## config.mk

```make
export PLATFORM = sky130hd
export DESIGN_NAME = irq_resolver
export DESIGN_NICKNAME = d
export VERILOG_FILES = /design/src/rtl/irq_res_pkg.sv /design/src/rtl/irq_prio_scan.sv /design/src/rtl/irq_ack_update.sv /design/src/rtl/irq_resolver.sv
export SDC_FILE = /design/constraint.sdc
export NUM_CORES = 1
export LEC_CHECK = 0
export BUFFER_PORTS_ARGS = -buffer_cell sky130_fd_sc_hd__buf_2
export CORE_MARGIN = 3
export CORE_UTILIZATION = 50
export DETAILED_ROUTE_END_ITERATION = 7
export GPL_TIMING_DRIVEN = 0
export PLACE_DENSITY = 0.86
export SYNTH_ARGS = -nofsm -noshare
export SYNTH_HDL_FRONTEND = slang
export SYNTH_SLANG_ARGS = --single-unit
```

## constraint.sdc

```tcl
create_clock -name clk -period 5 [get_ports clk]
set_clock_uncertainty 0.05 [all_clocks]
set_input_delay 0 -clock clk [delete_from_list [all_inputs] [get_ports clk]]
set_output_delay 0 -clock clk [all_outputs]
set_load 0.1 [all_outputs]
```

## src/rtl/irq_res_pkg.sv

```systemverilog
// Package irq_res_pkg
// Shared types for the interrupt resolver. Assumes nothing beyond
// being compiled ahead of the modules that import it.
package irq_res_pkg;

    // Mode bits that steer the acknowledge update.
    typedef struct packed {
        logic auto_eoi;
        logic rot_aeoi;
        logic nested;
    } irq_mode_t;

    // Result of one rotated priority search.
    typedef struct packed {
        logic hit;
        logic [7:0] spare;
    } irq_scan_pad_t;

endpackage

```

## src/rtl/irq_prio_scan.sv

```systemverilog
// Module irq_prio_scan
// Finds the best-ranked set bit of a request vector. The rank of a
// line is its distance upward from the base, modulo N.
// Assumes N is a power of two, so index arithmetic wraps on its own.
module irq_prio_scan #(
    parameter int N  = 8,
    parameter int LW = $clog2(N)
) (
    input  logic [N-1:0]  req,
    input  logic [LW-1:0] base,
    output logic          hit,
    output logic [LW-1:0] rank,
    output logic [LW-1:0] line
);

    logic [N-1:0] rot;

    // Rotate the request vector so that rank p sits at bit p.
    always_comb begin
        rot = '0;
        for (int p = 0; p < N; p++) begin
            rot[p] = req[LW'(p) + base];
        end
    end

    // Pick the lowest set rank; scanning down leaves the smallest.
    always_comb begin
        hit  = 1'b0;
        rank = '0;
        for (int p = N - 1; p >= 0; p--) begin
            if (rot[p]) begin
                hit  = 1'b1;
                rank = LW'(p);
            end
        end
    end

    // Map the winning rank back to a physical line.
    assign line = rank + base;

endmodule

```

## src/rtl/irq_ack_update.sv

```systemverilog
// Module irq_ack_update
// Computes the next pending, in-service and base values for one
// acknowledge. Assumes fire and line come from the resolver in the
// same cycle. Without ack the registers pass through unchanged.
module irq_ack_update
    import irq_res_pkg::*;
#(
    parameter int N  = 8,
    parameter int LW = $clog2(N)
) (
    input  logic          ack,
    input  logic          fire,
    input  logic [LW-1:0] line,
    input  irq_mode_t     mode,
    input  logic [N-1:0]  pend,
    input  logic [N-1:0]  insvc,
    input  logic [N-1:0]  level,
    input  logic [LW-1:0] base,
    output logic [N-1:0]  pend_nxt,
    output logic [N-1:0]  insvc_nxt,
    output logic [LW-1:0] base_nxt,
    output logic [LW-1:0] take_line
);

    localparam logic [LW-1:0] SPURIOUS = LW'(N - 1);

    logic [N-1:0] onehot;
    logic         take;

    // One-hot of the winning line and whether it is actually taken.
    always_comb begin
        onehot = '0;
        onehot[line] = 1'b1;
        take = ack && fire;
    end

    // Register updates for a taken acknowledge.
    always_comb begin
        pend_nxt  = pend;
        insvc_nxt = insvc;
        base_nxt  = base;
        if (take) begin
            pend_nxt = pend & ~(onehot & ~level);
            if (mode.auto_eoi) begin
                insvc_nxt = insvc & ~onehot;
                if (mode.rot_aeoi) begin
                    base_nxt = line + LW'(1);
                end
            end else begin
                insvc_nxt = insvc | onehot;
            end
        end
    end

    // Line reported in the vector: winner, or spurious line N-1.
    assign take_line = fire ? line : SPURIOUS;

endmodule

```

## src/rtl/irq_resolver.sv

```systemverilog
// Module irq_resolver
// Top of the rotating-priority resolver. Raises int_req_o when the best
// candidate strictly outranks the in-service set. Computes the state
// update for an acknowledge and registers the returned vector.
// Assumes the caller owns the pending, in-service and base registers.
module irq_resolver
    import irq_res_pkg::*;
#(
    parameter int N            = 8,
    parameter int VEC_W        = 8,
    parameter int CASCADE_LINE = 2,
    parameter bit IS_PRIMARY   = 1'b1,
    parameter int LW           = $clog2(N),
    parameter int VB_W         = VEC_W - LW
) (
    input  logic             clk,
    input  logic             rst_n,
    input  logic [N-1:0]     pend_i,
    input  logic [N-1:0]     mask_i,
    input  logic [N-1:0]     insvc_i,
    input  logic [N-1:0]     level_i,
    input  logic [LW-1:0]    base_i,
    input  logic [VB_W-1:0]  vbase_i,
    input  logic             auto_eoi_i,
    input  logic             rot_aeoi_i,
    input  logic             nested_i,
    input  logic             ack_i,
    output logic             int_req_o,
    output logic [N-1:0]     pend_nxt_o,
    output logic [N-1:0]     insvc_nxt_o,
    output logic [LW-1:0]    base_nxt_o,
    output logic [VEC_W-1:0] vec_o,
    output logic             vec_vld_o
);

    irq_mode_t     mode;
    logic [N-1:0]  cand;
    logic [N-1:0]  svc_eff;
    logic          cand_hit, svc_hit;
    logic [LW-1:0] cand_rank, svc_rank, cand_line, svc_line, take_line;
    logic          fire;

    // Gather the mode bits into one bundle.
    assign mode = '{auto_eoi: auto_eoi_i, rot_aeoi: rot_aeoi_i, nested: nested_i};

    // Candidate set: pending and not masked.
    assign cand = pend_i & ~mask_i;

    // In-service set for the comparison; the primary may drop the cascade bit.
    generate
        if (IS_PRIMARY) begin : g_primary
            always_comb begin
                svc_eff = insvc_i;
                if (mode.nested) begin
                    svc_eff[CASCADE_LINE] = 1'b0;
                end
            end
        end else begin : g_secondary
            assign svc_eff = insvc_i;
        end
    endgenerate

    irq_prio_scan #(.N(N), .LW(LW)) u_cand_scan (
        .req  (cand),
        .base (base_i),
        .hit  (cand_hit),
        .rank (cand_rank),
        .line (cand_line)
    );

    irq_prio_scan #(.N(N), .LW(LW)) u_svc_scan (
        .req  (svc_eff),
        .base (base_i),
        .hit  (svc_hit),
        .rank (svc_rank),
        .line (svc_line)
    );

    // Strict comparison of candidate rank against in-service rank.
    always_comb begin
        fire = cand_hit && (!svc_hit || (cand_rank < svc_rank));
    end

    assign int_req_o = fire;

    irq_ack_update #(.N(N), .LW(LW)) u_ack (
        .ack       (ack_i),
        .fire      (fire),
        .line      (cand_line),
        .mode      (mode),
        .pend      (pend_i),
        .insvc     (insvc_i),
        .level     (level_i),
        .base      (base_i),
        .pend_nxt  (pend_nxt_o),
        .insvc_nxt (insvc_nxt_o),
        .base_nxt  (base_nxt_o),
        .take_line (take_line)
    );

    // Register the vector of each acknowledge and pulse its valid flag.
    always_ff @(posedge clk) begin
        if (!rst_n) begin
            vec_o     <= '0;
            vec_vld_o <= 1'b0;
        end else begin
            vec_vld_o <= ack_i;
            if (ack_i) begin
                vec_o <= {vbase_i, take_line};
            end
        end
    end

    // svc_line is only a by-product of the shared scanner.
    logic unused_ok;
    assign unused_ok = ^svc_line;

endmodule

```

After elaboration in Yosys (flattened, before gate mapping):

Cells that the tools add are included.

* add/sub/neg operators: 9
* $lt $le $gt $ge: 11
* mux-type cells: 74
* bitwise gates (word level): 9
* reduce and logical (&&, ||, !) cells: 5

Operators by type and width (count)
* $mux 3: 20
* $bmux 1 s3: 16
* $lt 3x4->1 const B: 9
* $mux 1: 34
* $and 8x8->8: 4
* $not 8->8: 4
* $mux 8: 3
* $add 3x3->3 const A: 4
* $or 8x8->8: 1
* $add 2x3->3 const A: 2
* $add 1x3->3 const A: 1
* $add 3x1->3 const B: 1
* $add 3x3->3: 1
* $demux 1 s3: 1
* $ge 3x1->1 const B: 1
* $logic_and 1x1->1: 3
* $lt 3x3->1: 1
* $logic_not 1->1: 1
* $logic_or 1x1->1: 1

* bits in registers: 9
* input port bits: 46
* output and inout port bits: 29
* word-level logic and storage cells: 110

Longest topological paths before layout:

Gate-level depths: netlist of run 1.

* depth in word-level cells: 21
* mapped depth: 17
* depth with buffers taken out: 16

Modules after synthesis:

Synthesis of run 1 repeated with hierarchy kept, for this count alone.

* cell total of the unflattened synthesis: 244
* area total of the unflattened synthesis: 2090.8 µm²

Modules (own cells, without submodules)
* irq_prio_scan: times used 2, cells an instance 73, area each 643.1 µm², sequential area each 0.0 µm²
* irq_resolver: times used 1, cells an instance 46, area each 451.7 µm², sequential area each 180.2 µm²
* irq_ack_update: times used 1, cells an instance 52, area each 352.8 µm², sequential area each 0.0 µm²

Worst setup path after synthesis of run 1:

Ideal clock, no wire load.

* kind: input -> output
* start point: input base_i[1]
* end point: output insvc_nxt_o[0]
* data arrival time: 5.263 ns
* data required time: 4.950 ns
* slack: -0.313 ns
* stages on the path: 17
* path buffers: 1
* cell sequence: clkbuf_1 -> inv_1 -> ha_1 -> xnor2_1 -> mux4_1 -> a211oi_1 -> a31oi_1 -> o21ai_0 -> o21ai_0 -> or3_1 -> fa_1 -> xnor2_1 -> nor2_1 -> nand2b_1 -> o21ai_0 -> o211ai_1 -> mux2i_1

* longest elaborated chain between the ends: 20
* elaborated cells between the ends (all ways): 87
* those cells by class: add/sub (8); order compare (3); mux (68); bitwise (3); reduce/logical (5)

RTL lines
* start, declared: line irq_resolver.sv:22 `input logic [LW-1:0] base_i,`
* $add 3x3->3: line irq_prio_scan.sv:22 `rot[p] = req[LW'(p) + base];`
* $bmux 1 s3: line irq_prio_scan.sv:22
* $mux 1 (not written as such): line irq_prio_scan.sv:22
* $mux 3 (8 in series): line irq_prio_scan.sv:31 `if (rot[p]) begin`
* $add 3x3->3: line irq_prio_scan.sv:39 `assign line = rank + base;`
* $lt 3x4->1 (not written as such) or $ge 3x1->1 (tied branches): line irq_ack_update.sv:33 `onehot[line] = 1'b1;`
* $logic_and 1x1->1 (not written as such): line irq_ack_update.sv:33
* $mux 1 (not written as such): line irq_ack_update.sv:33
* $demux 1 s3
* $not 8->8: line irq_ack_update.sv:45 `insvc_nxt = insvc & ~onehot;`
* $and 8x8->8: line irq_ack_update.sv:45
* $mux 8: line irq_ack_update.sv:44 `if (mode.auto_eoi) begin`
* $mux 8 *: line irq_ack_update.sv:42 `if (take) begin`
* end, declared: line irq_resolver.sv:30 `output logic [N-1:0] insvc_nxt_o,`

Mark *: on every way between the ends. The rest lies on a longest branch, timed or not. The select of a mux whose other input is x is not followed.

Worst setup path in the final report of run 1:

* start point: input base_i[1]
* end point: output insvc_nxt_o[6]

The elaborated chain is that of the path after synthesis.

==> impl_metrics.env, run 1 <==
export IMPL_crit_arrival_ps=4530
export IMPL_chipHeight_um=68.5
export IMPL_period_needed_ps=4580
export IMPL_final_net_count=341
export IMPL_track_usage_pct=26.8
export IMPL_worst_pin_slew_ps=746
export IMPL_peakVddDrop_uv=197
export IMPL_whs_ps=25.4
export IMPL_fmaxAchievable_ghz=0.219
export IMPL_final_cell_mix="buf_2, nor2b_1, inv_1"
export IMPL_p_leak_nw=1.13
export IMPL_synth_warnings=0
export IMPL_dp_cells=328
export IMPL_drt_initial_drc_count=244
export IMPL_slew_viol_final=0
export IMPL_criticalPathCategory="input port to output port"
export IMPL_cap_violations=0
export IMPL_finalCritPeriodShare_pct=91.5
export IMPL_crit_fanout=13
export IMPL_drive_gt1_share_pct=39.0
export IMPL_grt_pass1_wl_um=9410
export IMPL_layout_cells_non_filler=335
export IMPL_io_pins=75
export IMPL_cts_tree="done"
export IMPL_end_kind="output port"
export IMPL_ant_nets=0
export IMPL_rsz0062_at_grt="false"
export IMPL_syn_to_final_growth_pct=29.2
export IMPL_crit_chain="buf_2 -> inv_1 -> ha_1 -> xnor2_2 -> mux4_1 -> a211oi_1 -> a31oi_1 -> o21ai_0 -> o21ai_0 -> or3_1 -> fa_1 -> xnor2_2 -> nor3b_1 -> inv_1 -> o22ai_1 -> o211ai_1 -> mux2i_2 -> buf_4"
export IMPL_syn_area_per_cell_um2=9.34
export IMPL_async_flop_share_pct=0
export IMPL_critical_path_top_delay_family="compound AO/OA/AOI/OAI gates"
export IMPL_die_area_um2=4690
export IMPL_fillCellCount=302
export IMPL_remaining_drc_errors=0
export IMPL_place_area_um2=2400
export IMPL_layout_commonest_cell="buf_2"
export IMPL_path_buf_inv=4
export IMPL_n_antenna_cell=0
export IMPL_worst_path_max_delay_cell="mux4_1"
export IMPL_grt_overflow_total=0
export IMPL_multi_input_area_um2=1690
export IMPL_synth_ff_type="dfxtp_1"
export IMPL_grt_pass1_vias=1973
export IMPL_ys_ff_latch=9
export IMPL_place_congestion=0.822
export IMPL_vias=2109
export IMPL_synthDistinctLibCells=55
export IMPL_htreeDepth=1
export IMPL_syn_inst=209
export IMPL_cts_made_buffers=3
export IMPL_dp_hpwl_um=4800
export IMPL_cts_sinks=9
export IMPL_initial_utilization_pct=52.5
export IMPL_yosysSeqAreaShare_pct=9.23
export IMPL_grt_antenna_before_repair=0
export IMPL_power_density_nw_per_um2=290
export IMPL_first_pass_iters=4
export IMPL_final_area_um2=2520
export IMPL_synth_edff_count=0
export IMPL_vias_per_cell=6.30
export IMPL_worstSetupStartpointType="input port"
export IMPL_io_buffers=71
export IMPL_core_area_um2=3720
export IMPL_clkSlewWorstSetupHoldPaths_ps=50
export IMPL_num_rows=22
export IMPL_wl_per_cell_um=17.8
export IMPL_critical_path_required_ps=4950
export IMPL_setup_viol=0
export IMPL_fin_setup_tns_ps=0
export IMPL_regArea_um2=180
export IMPL_syn_area_um2=1950
export IMPL_drt_wl_total_um=5980
export IMPL_hp_class="input port to register"
export IMPL_cpPeakStageDelay_ps=670
export IMPL_clock_latency_ps=240
export IMPL_slew_headroom_pct=50.3
export IMPL_p_total_mw=0.732
export IMPL_fp_dieW_um=68.5
export IMPL_root_buffer="clkbuf_8"
export IMPL_status="finished clean"
export IMPL_grt_max_degree=11
export IMPL_cts_max_path_buffers=2
export IMPL_syn_nets=262
export IMPL_finalHoldViolCount=0
worst reg2reg max path, cell delays in order, from the launching register on:
cell and delay (ps):
dfxtp_1 300, o21ai_0 160, a31oi_1 60
sequential cells by signal, indices dropped and copies added (netlist names):
signal and flops:
vec_vld_o 1, vec_o 8
worst paths after layout:
| path | start | end | slack, ps | depth (start not counted) |
|---|---|---|---|---|
| setup reg to reg | vec_o[0] | vec_o[0] | 4290 | 2 |
| hold / removal | rst_n | vec_vld_o | 30 | 2 |
| setup / recovery | base_i[1] | insvc_nxt_o[6] | 420 | 18 |
| hold reg to reg | vec_o[5] | vec_o[5] | 470 | 2 |
cell type report:
type / instances / share of cell area, %
plain buffers: 9 / 2.43
inverters: 15 / 2.23
well taps: 48 / 2.38
multi-input cells: 174 / 67.1
repair buffers: 76 / 16.9
clock inverters: 1 / 0.199
clock buffers: 3 / 1.64
flip-flops and latches: 9 / 7.15
report_power, final:
group	internal, mW	switching (mW)	total, mW
logic	0.171	0.391	0.562
registers	0.0788	0.00298	0.0818
clock network	0.0547	0.0334	0.0881
total	0.305	0.427	0.732
synthesized netlist by cell type, types with 3 or more instances:
master	number	share of area, %
a21boi_0	4	1.5
a21oi_1	3	0.77
a31oi_1	4	1.3
and2_1	3	0.96
clkbuf_1	6	1.2
dfxtp_1	9	9.2
ha_1	6	3.8
inv_1	14	2.7
mux2i_1	20	10
mux4_1	8	11
mux4_2	11	13
nand2_1	8	1.5
nand2b_1	10	3.2
nand3_1	6	1.5
nand3b_1	3	1.2
nor2_1	7	1.3
nor2b_1	17	5.4
o211ai_1	8	3.1
o21a_1	9	3.5
o21ai_0	6	1.5
o21ai_1	4	1.0
xnor2_1	4	1.8
through the flow:
step / utilization (%) / setup WS [ps]
detailed placement: 64.5 / -227
finish: 67.8 / 423
global route: 67.8 / 66.9
CTS: 67.7 / 43.0
global placement: 64.5 / -157
floorplan: - / 101
what timing repair did:
action,CTS,global route
gates cloned,0,0
setup endpoints to repair,14,18
gates resized for setup,9,1
hold buffers,5,0
pin swaps,0,0
setup buffers,0,0
endpoints found under the hold margin,5,0
per-layer routing:
metal  up-vias  GRT usage [%]  routed length (µm)
li1        963              -                   -
met1       982           37.8                2310
met2       149           41.8                2910
met3        15           3.61                 637
met4         0           8.93                 121
met5         -              0                   0
logic make-up after synthesis:
kind of cell,Yosys count,synth area share (%)
AO/OA/AOI/OAI,58,22.8
XOR/XNOR,5,2.63
adder cells (fa/ha/maj),7,4.87
buffers and inverters,26,6.41
flip-flops,9,9.23
multiplexers,41,35.3
AND/OR/NAND/NOR,63,18.8
Note: power is estimated with default switching activity, not from simulation.
==> run 2: changes to the inputs <==
--- a/config.mk
+++ b/config.mk
@@ -7,3 +7,3 @@
 export LEC_CHECK = 0
-export BUFFER_PORTS_ARGS = -buffer_cell sky130_fd_sc_hd__buf_2
+export BUFFER_PORTS_ARGS = -buffer_cell sky130_fd_sc_hd__clkbuf_2
 export CORE_MARGIN = 3
==> constraint.sdc (replaced) <==
create_clock -name clk -period 5 [get_ports clk]
set_clock_uncertainty 0.05 [all_clocks]
set_input_delay 0.5 -clock clk [delete_from_list [all_inputs] [get_ports clk]]
set_output_delay 0.5 -clock clk [all_outputs]
set_load 0.1 [all_outputs]
==> run 2 against run 1 <==
Compared with the run above: the flow now finishes with violations (negative setup slack); critical path depth unchanged; clock-buffer cell count increased by 1; sequential share of layout area decreased by 1.5 points; global-route usage increased by 2.2 points; power increased by 23%.
==> impl_metrics.env, run 2 (same netlist as run 1, synthesis figures left out) <==
export IMPL_clock_latency_ps=240
export IMPL_grt_overflow_total=0
export IMPL_dp_hpwl_um=4590
export IMPL_place_congestion=0.905
export IMPL_slew_viol_final=0
export IMPL_power_density_nw_per_um2=283
export IMPL_crit_fanout=10
export IMPL_num_rows=22
export IMPL_root_buffer="clkbuf_8"
export IMPL_fillCellCount=184
export IMPL_die_area_um2=4690
export IMPL_regMostFlops="vec_o"
export IMPL_p_leak_nw=1.36
export IMPL_worstSetupStartpointType="input port"
export IMPL_vias_per_cell=6.67
export IMPL_slew_headroom_pct=34.2
export IMPL_finalHoldViolCount=0
export IMPL_largest_register_ffs=8
export IMPL_worst_slack_ps=-71.6
export IMPL_clkSlewWorstSetupHoldPaths_ps=50
export IMPL_setup_viol=6
export IMPL_n_antenna_cell=0
export IMPL_remaining_drc_errors=0
export IMPL_cts_made_buffers=3
export IMPL_top_regs="vec_o (8), vec_vld_o (1)"
export IMPL_drt_wl_total_um=7670
export IMPL_initial_utilization_pct=52.5
export IMPL_r2r_start="vec_o[0]"
export IMPL_crit_path_start="base_i[0]"
export IMPL_layout_commonest_cell="clkbuf_2"
export IMPL_io_pins=75
export IMPL_finalCritPeriodShare_pct=101
export IMPL_drt_initial_drc_count=272
export IMPL_ant_nets=0
export IMPL_final_cell_mix="clkbuf_2, buf_4, nor2b_1"
export IMPL_fmaxAchievable_ghz=0.197
export IMPL_cts_sinks=9
export IMPL_end_kind="output port"
export IMPL_worst_pin_slew_ps=987
export IMPL_first_pass_iters=5
export IMPL_cts_tree="done"
export IMPL_drive_gt1_share_pct=54.9
export IMPL_io_buffers=71
export IMPL_crit_arrival_ps=4520
export IMPL_pre_cts_slack_ps=-564
export IMPL_cap_violations=0
export IMPL_fp_dieW_um=68.5
export IMPL_syn_to_final_growth_pct=63.1
export IMPL_final_net_count=360
export IMPL_chipHeight_um=68.5
export IMPL_grt_pass1_wl_um=10200
export IMPL_grt_pass1_vias=2101
export IMPL_criticalPathCategory="input port to output port"
export IMPL_cts_hold_buf=0
export IMPL_wl_per_cell_um=21.7
export IMPL_cts_max_path_buffers=2
export IMPL_rsz0062_at_grt="true"
export IMPL_grt_max_degree=12
export IMPL_status="finished with violations"
export IMPL_period_needed_ps=5070
export IMPL_violations="negative setup slack"
export IMPL_critical_path_required_ps=4450
export IMPL_vias=2361
export IMPL_core_area_um2=3720
export IMPL_track_usage_pct=28.9
export IMPL_fin_setup_tns_ps=-143
export IMPL_hp_start="vec_o[5]"
export IMPL_htreeDepth=1
export IMPL_peakVddDrop_uv=156
export IMPL_grt_antenna_before_repair=0
export IMPL_hp_class="register to register"
## run 2: path summary, 6_finish.rpt
path / depth (start not counted) / slack (ps) / to
setup / recovery: 18 / -70 / insvc_nxt_o[7]
hold / removal: 2 / 460 / vec_o[5]
hold reg to reg: 2 / 460 / vec_o[5]
setup reg to reg: 2 / 4180 / vec_o[0]
## run 2: power breakdown
group,switching (mW),leakage [nW],internal (mW)
Sequential,0.00327,0.0747,0.0788
Clock,0.0316,0.0228,0.0558
Combinational,0.456,1.26,0.276
Total,0.491,1.36,0.411
## run 2: area by class of cell
type	instances	area [µm²]	area share (%)
clock buffer	4	45.0	1.42
timing repair buffer	95	812	25.5
sequential	9	180	5.66
buffer	9	76.3	2.40
multi-input combinational	174	1940	60.9
tap	48	60.1	1.89
inverter	15	71.3	2.24
## run 2: repair_timing
item | CTS | global route
pin swaps | 15 | 29
setup buffers | 17 | 7
resized for setup | 56 | 49
endpoints found under the setup margin | 20 | 20
## run 2: metrics by stage
stage                     power (mW)  utilization [%]  cells  cell area [µm²]  hold slack [ps]
after global routing           0.937             85.7    354             3180              509
after floorplan                0.555                -    209             2140              577
after detailed placement       0.651             68.7    328             2550              455
after CTS                      0.811             80.3    348             2980              470
final                          0.901             85.7    354             3180              464
after global placement         0.644             68.7    328             2550              445
## run 2: metal layers
layer / routed length [µm] / global-route usage (%)
met1: 2660 / 35.7
met2: 3910 / 48.7
met3: 732 / 6.57
met5: 0 / 0
met4: 369 / 10.7
## run 2: critical path, cell delays in order
cell and delay, ps:
buf_8 110, buf_8 130, buf_8 140, nand3b_1 110
o21ai_1 140, mux4_2 530, a211o_1 290, a311o_1 380
and2_4 170, ha_4 150, inv_2 50, fa_2 490
nor3b_2 210, inv_1 100, o22ai_2 190, o211ai_1 280
mux2i_4 290, clkbuf_16 250
==> run 3: changes to the inputs <==
==> constraint.sdc (replaced) <==
create_clock -name clk -period 5 [get_ports clk]
set_clock_uncertainty 0.05 [all_clocks]
set_input_delay 1 -clock clk [delete_from_list [all_inputs] [get_ports clk]]
set_output_delay 1 -clock clk [all_outputs]
set_load 0.1 [all_outputs]
==> run 3 against run 2 <==
Compared with the run above: the run now fails in global routing; synthesized cell count is the same; synthesized area is the same.
==> impl_metrics.env, run 3 <==
export IMPL_chipHeight_um=68.5
export IMPL_synth_warnings=0
export IMPL_ys_ff_latch=9
export IMPL_htreeDepth=1
export IMPL_syn_area_per_cell_um2=9.34
export IMPL_worst_endpoint="insvc_nxt_o[6]"
export IMPL_worstEpCategory="output port"
export IMPL_async_flop_share_pct=0
export IMPL_track_usage_pct=80.6
export IMPL_syn_area_um2=1950
export IMPL_synth_top_family_by_area="multiplexers"
export IMPL_initial_utilization_pct=52.5
export IMPL_synthDistinctLibCells=55
export IMPL_synth_edff_count=0
export IMPL_yosysMostFrequentCell="mux2i_1"
export IMPL_synthXorXnorAreaFrac_pct=2.63
export IMPL_io_pins=75
export IMPL_error="[ERROR GRT-0232] Routing congestion too high. Check the congestion heatmap in the GUI."
export IMPL_synth_mux_area_share_pct=35.3
export IMPL_stop_stage="global routing"
export IMPL_dp_hpwl_um=4690
export IMPL_synth_compound_area_share_pct=22.8
export IMPL_place_congestion=0.934
export IMPL_cts_made_buffers=3
export IMPL_cts_max_path_buffers=2
export IMPL_synth_area_leaders="mux4_2, mux4_1, mux2i_1"
export IMPL_yosys_area_share_simple_pct=18.8
export IMPL_synth_top_area_share_pct=12.7
export IMPL_syn_inst=209
export IMPL_root_buffer="clkbuf_8"
export IMPL_syn_nets=262
export IMPL_grt_overflow_total=167
export IMPL_synth_fa_ha_area_share_pct=4.87
export IMPL_yosysSeqAreaShare_pct=9.23
export IMPL_num_rows=22
export IMPL_grt_max_degree=11
export IMPL_io_buffers=71
export IMPL_synth_ff_type="dfxtp_1"
export IMPL_synthTopCellsByCount="mux2i_1, nor2b_1, inv_1"
export IMPL_status="stopped before the end"
export IMPL_cts_sinks=9
export IMPL_dp_cells=328
export IMPL_fp_dieW_um=68.5
export IMPL_cts_hold_buf=0
export IMPL_synth_top_cell_by_area="mux4_2"
[run 3: cells by family after synthesis]
kind of cell             after synthesis
adder cells (fa/ha/maj)                7
flip-flops                             9
multiplexers                          41
XOR/XNOR                               5
AND/OR/NAND/NOR                       63
AO/OA/AOI/OAI                         58
buffers and inverters                 26
[run 3: per-stage QoR]
stage                     area [µm²]  setup slack [ps]
after global placement          2620             -1500
after CTS                       3470              -946
after detailed placement        2620             -1550
after floorplan                 2210              -848
[run 3: metal layers]
| layer | track usage, % | GRT overflow |
|---|---|---|
| met5 | 22.5 | 0 |
| met4 | 105 | 77 |
| met3 | 55.0 | 0 |
| met2 | 101 | 90 |
| met1 | 73.7 | 0 |
[run 3: timing repair]
item,4_1_cts
setup endpoints to repair,20
resized for setup,92
buffers inserted,37
pin swaps,24
cloned,1
==> run 4: changes to the inputs <==
- CORE_UTILIZATION: 50 -> 40
- PLACE_DENSITY: 0.86 -> not set
- PLACE_DENSITY_LB_ADDON: not set -> 0.15
==> run 4 against run 3 <==
Compared with the run above: the flow now finishes, with violations (negative setup slack).
==> impl_metrics.env, run 4 (same netlist as run 1, synthesis figures left out) <==
export IMPL_n_antenna_cell=0
export IMPL_chipHeight_um=75.9
export IMPL_root_buffer="clkbuf_8"
export IMPL_vias_per_cell=5.74
export IMPL_worst_path_max_delay_cell="mux4_2"
export IMPL_grt_overflow_total=0
export IMPL_wl_met1_um=2880
export IMPL_final_net_count=360
export IMPL_initial_utilization_pct=43.0
export IMPL_worst_pin_slew_ps=970
export IMPL_cpPeakStageDelay_ps=550
export IMPL_dp_hpwl_um=5030
export IMPL_pre_cts_slack_ps=-1510
export IMPL_cts_tree="done"
export IMPL_cap_violations=0
export IMPL_layout_cells_non_filler=371
export IMPL_peakVddDrop_uv=200
export IMPL_grt_pass1_wl_um=10300
export IMPL_first_pass_iters=5
export IMPL_core_area_um2=4530
export IMPL_finalHoldViolCount=0
export IMPL_syn_to_final_growth_pct=72.4
export IMPL_wl_met2_um=3350
export IMPL_critical_path_top_delay_family="compound AO/OA/AOI/OAI gates"
export IMPL_grt_max_degree=11
export IMPL_crit_fanout=5
export IMPL_final_area_um2=3360
export IMPL_met3_length_um=429
export IMPL_vias=2129
export IMPL_io_pins=75
export IMPL_regMostFlops="vec_o"
export IMPL_cts_made_buffers=3
export IMPL_remaining_drc_errors=0
export IMPL_hp_class="register to register"
export IMPL_htreeDepth=1
export IMPL_final_cell_mix="clkbuf_2, clkbuf_16, buf_4"
export IMPL_worst_slack_ps=-1030
export IMPL_critical_path_required_ps=3950
export IMPL_crit_chain="clkbuf_16 -> buf_8 -> inv_8 -> ha_4 -> xnor2_4 -> buf_6 -> mux4_2 -> a211o_1 -> a311o_1 -> and2_1 -> ha_2 -> inv_2 -> fa_2 -> inv_2 -> nand3_1 -> o22ai_2 -> o211ai_1 -> mux2i_4 -> clkbuf_16"
export IMPL_rsz0062_at_grt="true"
export IMPL_slew_viol_final=0
export IMPL_grt_antenna_before_repair=0
export IMPL_finalCritPeriodShare_pct=121
export IMPL_wl_per_cell_um=18.2
export IMPL_drive_gt1_share_pct=55.9
export IMPL_clock_latency_ps=240
export IMPL_num_rows=24
export IMPL_cts_hold_buf=0
export IMPL_routed_top_layer="met4"
export IMPL_top_regs="vec_o (8), vec_vld_o (1)"
export IMPL_status="finished with violations"
export IMPL_end_kind="output port"
export IMPL_place_area_um2=2640
export IMPL_path_buf_inv=7
export IMPL_largest_register_ffs=8
export IMPL_slew_headroom_pct=35.3
export IMPL_p_leak_nw=1.42
export IMPL_fmaxAchievable_ghz=0.166
export IMPL_period_needed_ps=6030
export IMPL_drt_initial_drc_count=129
export IMPL_drt_wl_total_um=6750
export IMPL_fp_dieW_um=75.9
export IMPL_worstSetupStartpointType="input port"
export IMPL_fin_setup_tns_ps=-17380
export IMPL_track_usage_pct=24.0
export IMPL_clkSlewWorstSetupHoldPaths_ps=50
export IMPL_cts_max_path_buffers=2
export IMPL_violations="negative setup slack"
export IMPL_dp_cells=345
export IMPL_crit_arrival_ps=4980
export IMPL_die_area_um2=5750
export IMPL_setup_viol=20
export IMPL_place_congestion=0.872
export IMPL_layout_commonest_cell="clkbuf_2"
export IMPL_grt_pass1_vias=2047
export IMPL_power_density_nw_per_um2=278
export IMPL_cts_sinks=9
export IMPL_criticalPathCategory="input port to output port"
export IMPL_ant_nets=0
export IMPL_io_buffers=71
run 4: routing by layer:
layer / vias to the layer above / track usage, %
met5: - / 0
met1: 1032 / 33.0
met3: 10 / 4.09
met4: 0 / 4.66
met2: 83 / 39.8
li1: 1004 / -
run 4: worst reg2reg max path, stage by stage, from the launching register on:
cell and delay [ps]:
dfxtp_1 300, o21ai_0 170, a31oi_1 50
run 4: power by group:
group | internal, mW | switching (mW)
Sequential | 0.0789 | 0.00307
Combinational | 0.321 | 0.447
Clock | 0.0557 | 0.0309
run 4: area by class of cell:
type | count | area (µm²)
multi-input combinational | 174 | 1930
fill | 312 | 1170
timing repair buffer | 93 | 945
sequential | 9 | 180
buffer | 11 | 105
tap | 65 | 81.3
inverter | 15 | 73.8
clock buffer | 4 | 45.0
run 4: metrics by stage:
stage	utilization, %	power (mW)	hold slack [ps]
5_1_grt	74.2	0.982	510
2_1_floorplan	-	0.565	931
3_3_place_gp	58.3	0.660	451
4_1_cts	72.1	0.893	476
3_5_place_dp	58.3	0.668	465
6_report	74.2	0.936	474
run 4: worst paths after layout:
path | startpoint | end | slack, ps | cells after the start
worst max-delay path | base_i[0] | insvc_nxt_o[6] | -1030 | 19
worst min-delay path | vec_o[6] | vec_o[6] | 470 | 2
worst max register to register | vec_o[0] | vec_o[0] | 4290 | 2
worst min register to register | vec_o[6] | vec_o[6] | 470 | 2
run 4: what timing repair did:
| action | 4_1_cts | 5_1_grt |
|---|---|---|
| buffers inserted | 14 | 8 |
| pin swaps | 17 | 14 |
| endpoints found under the setup margin | 20 | 20 |
| cloned | 0 | 0 |
| gates resized for setup | 84 | 9 |
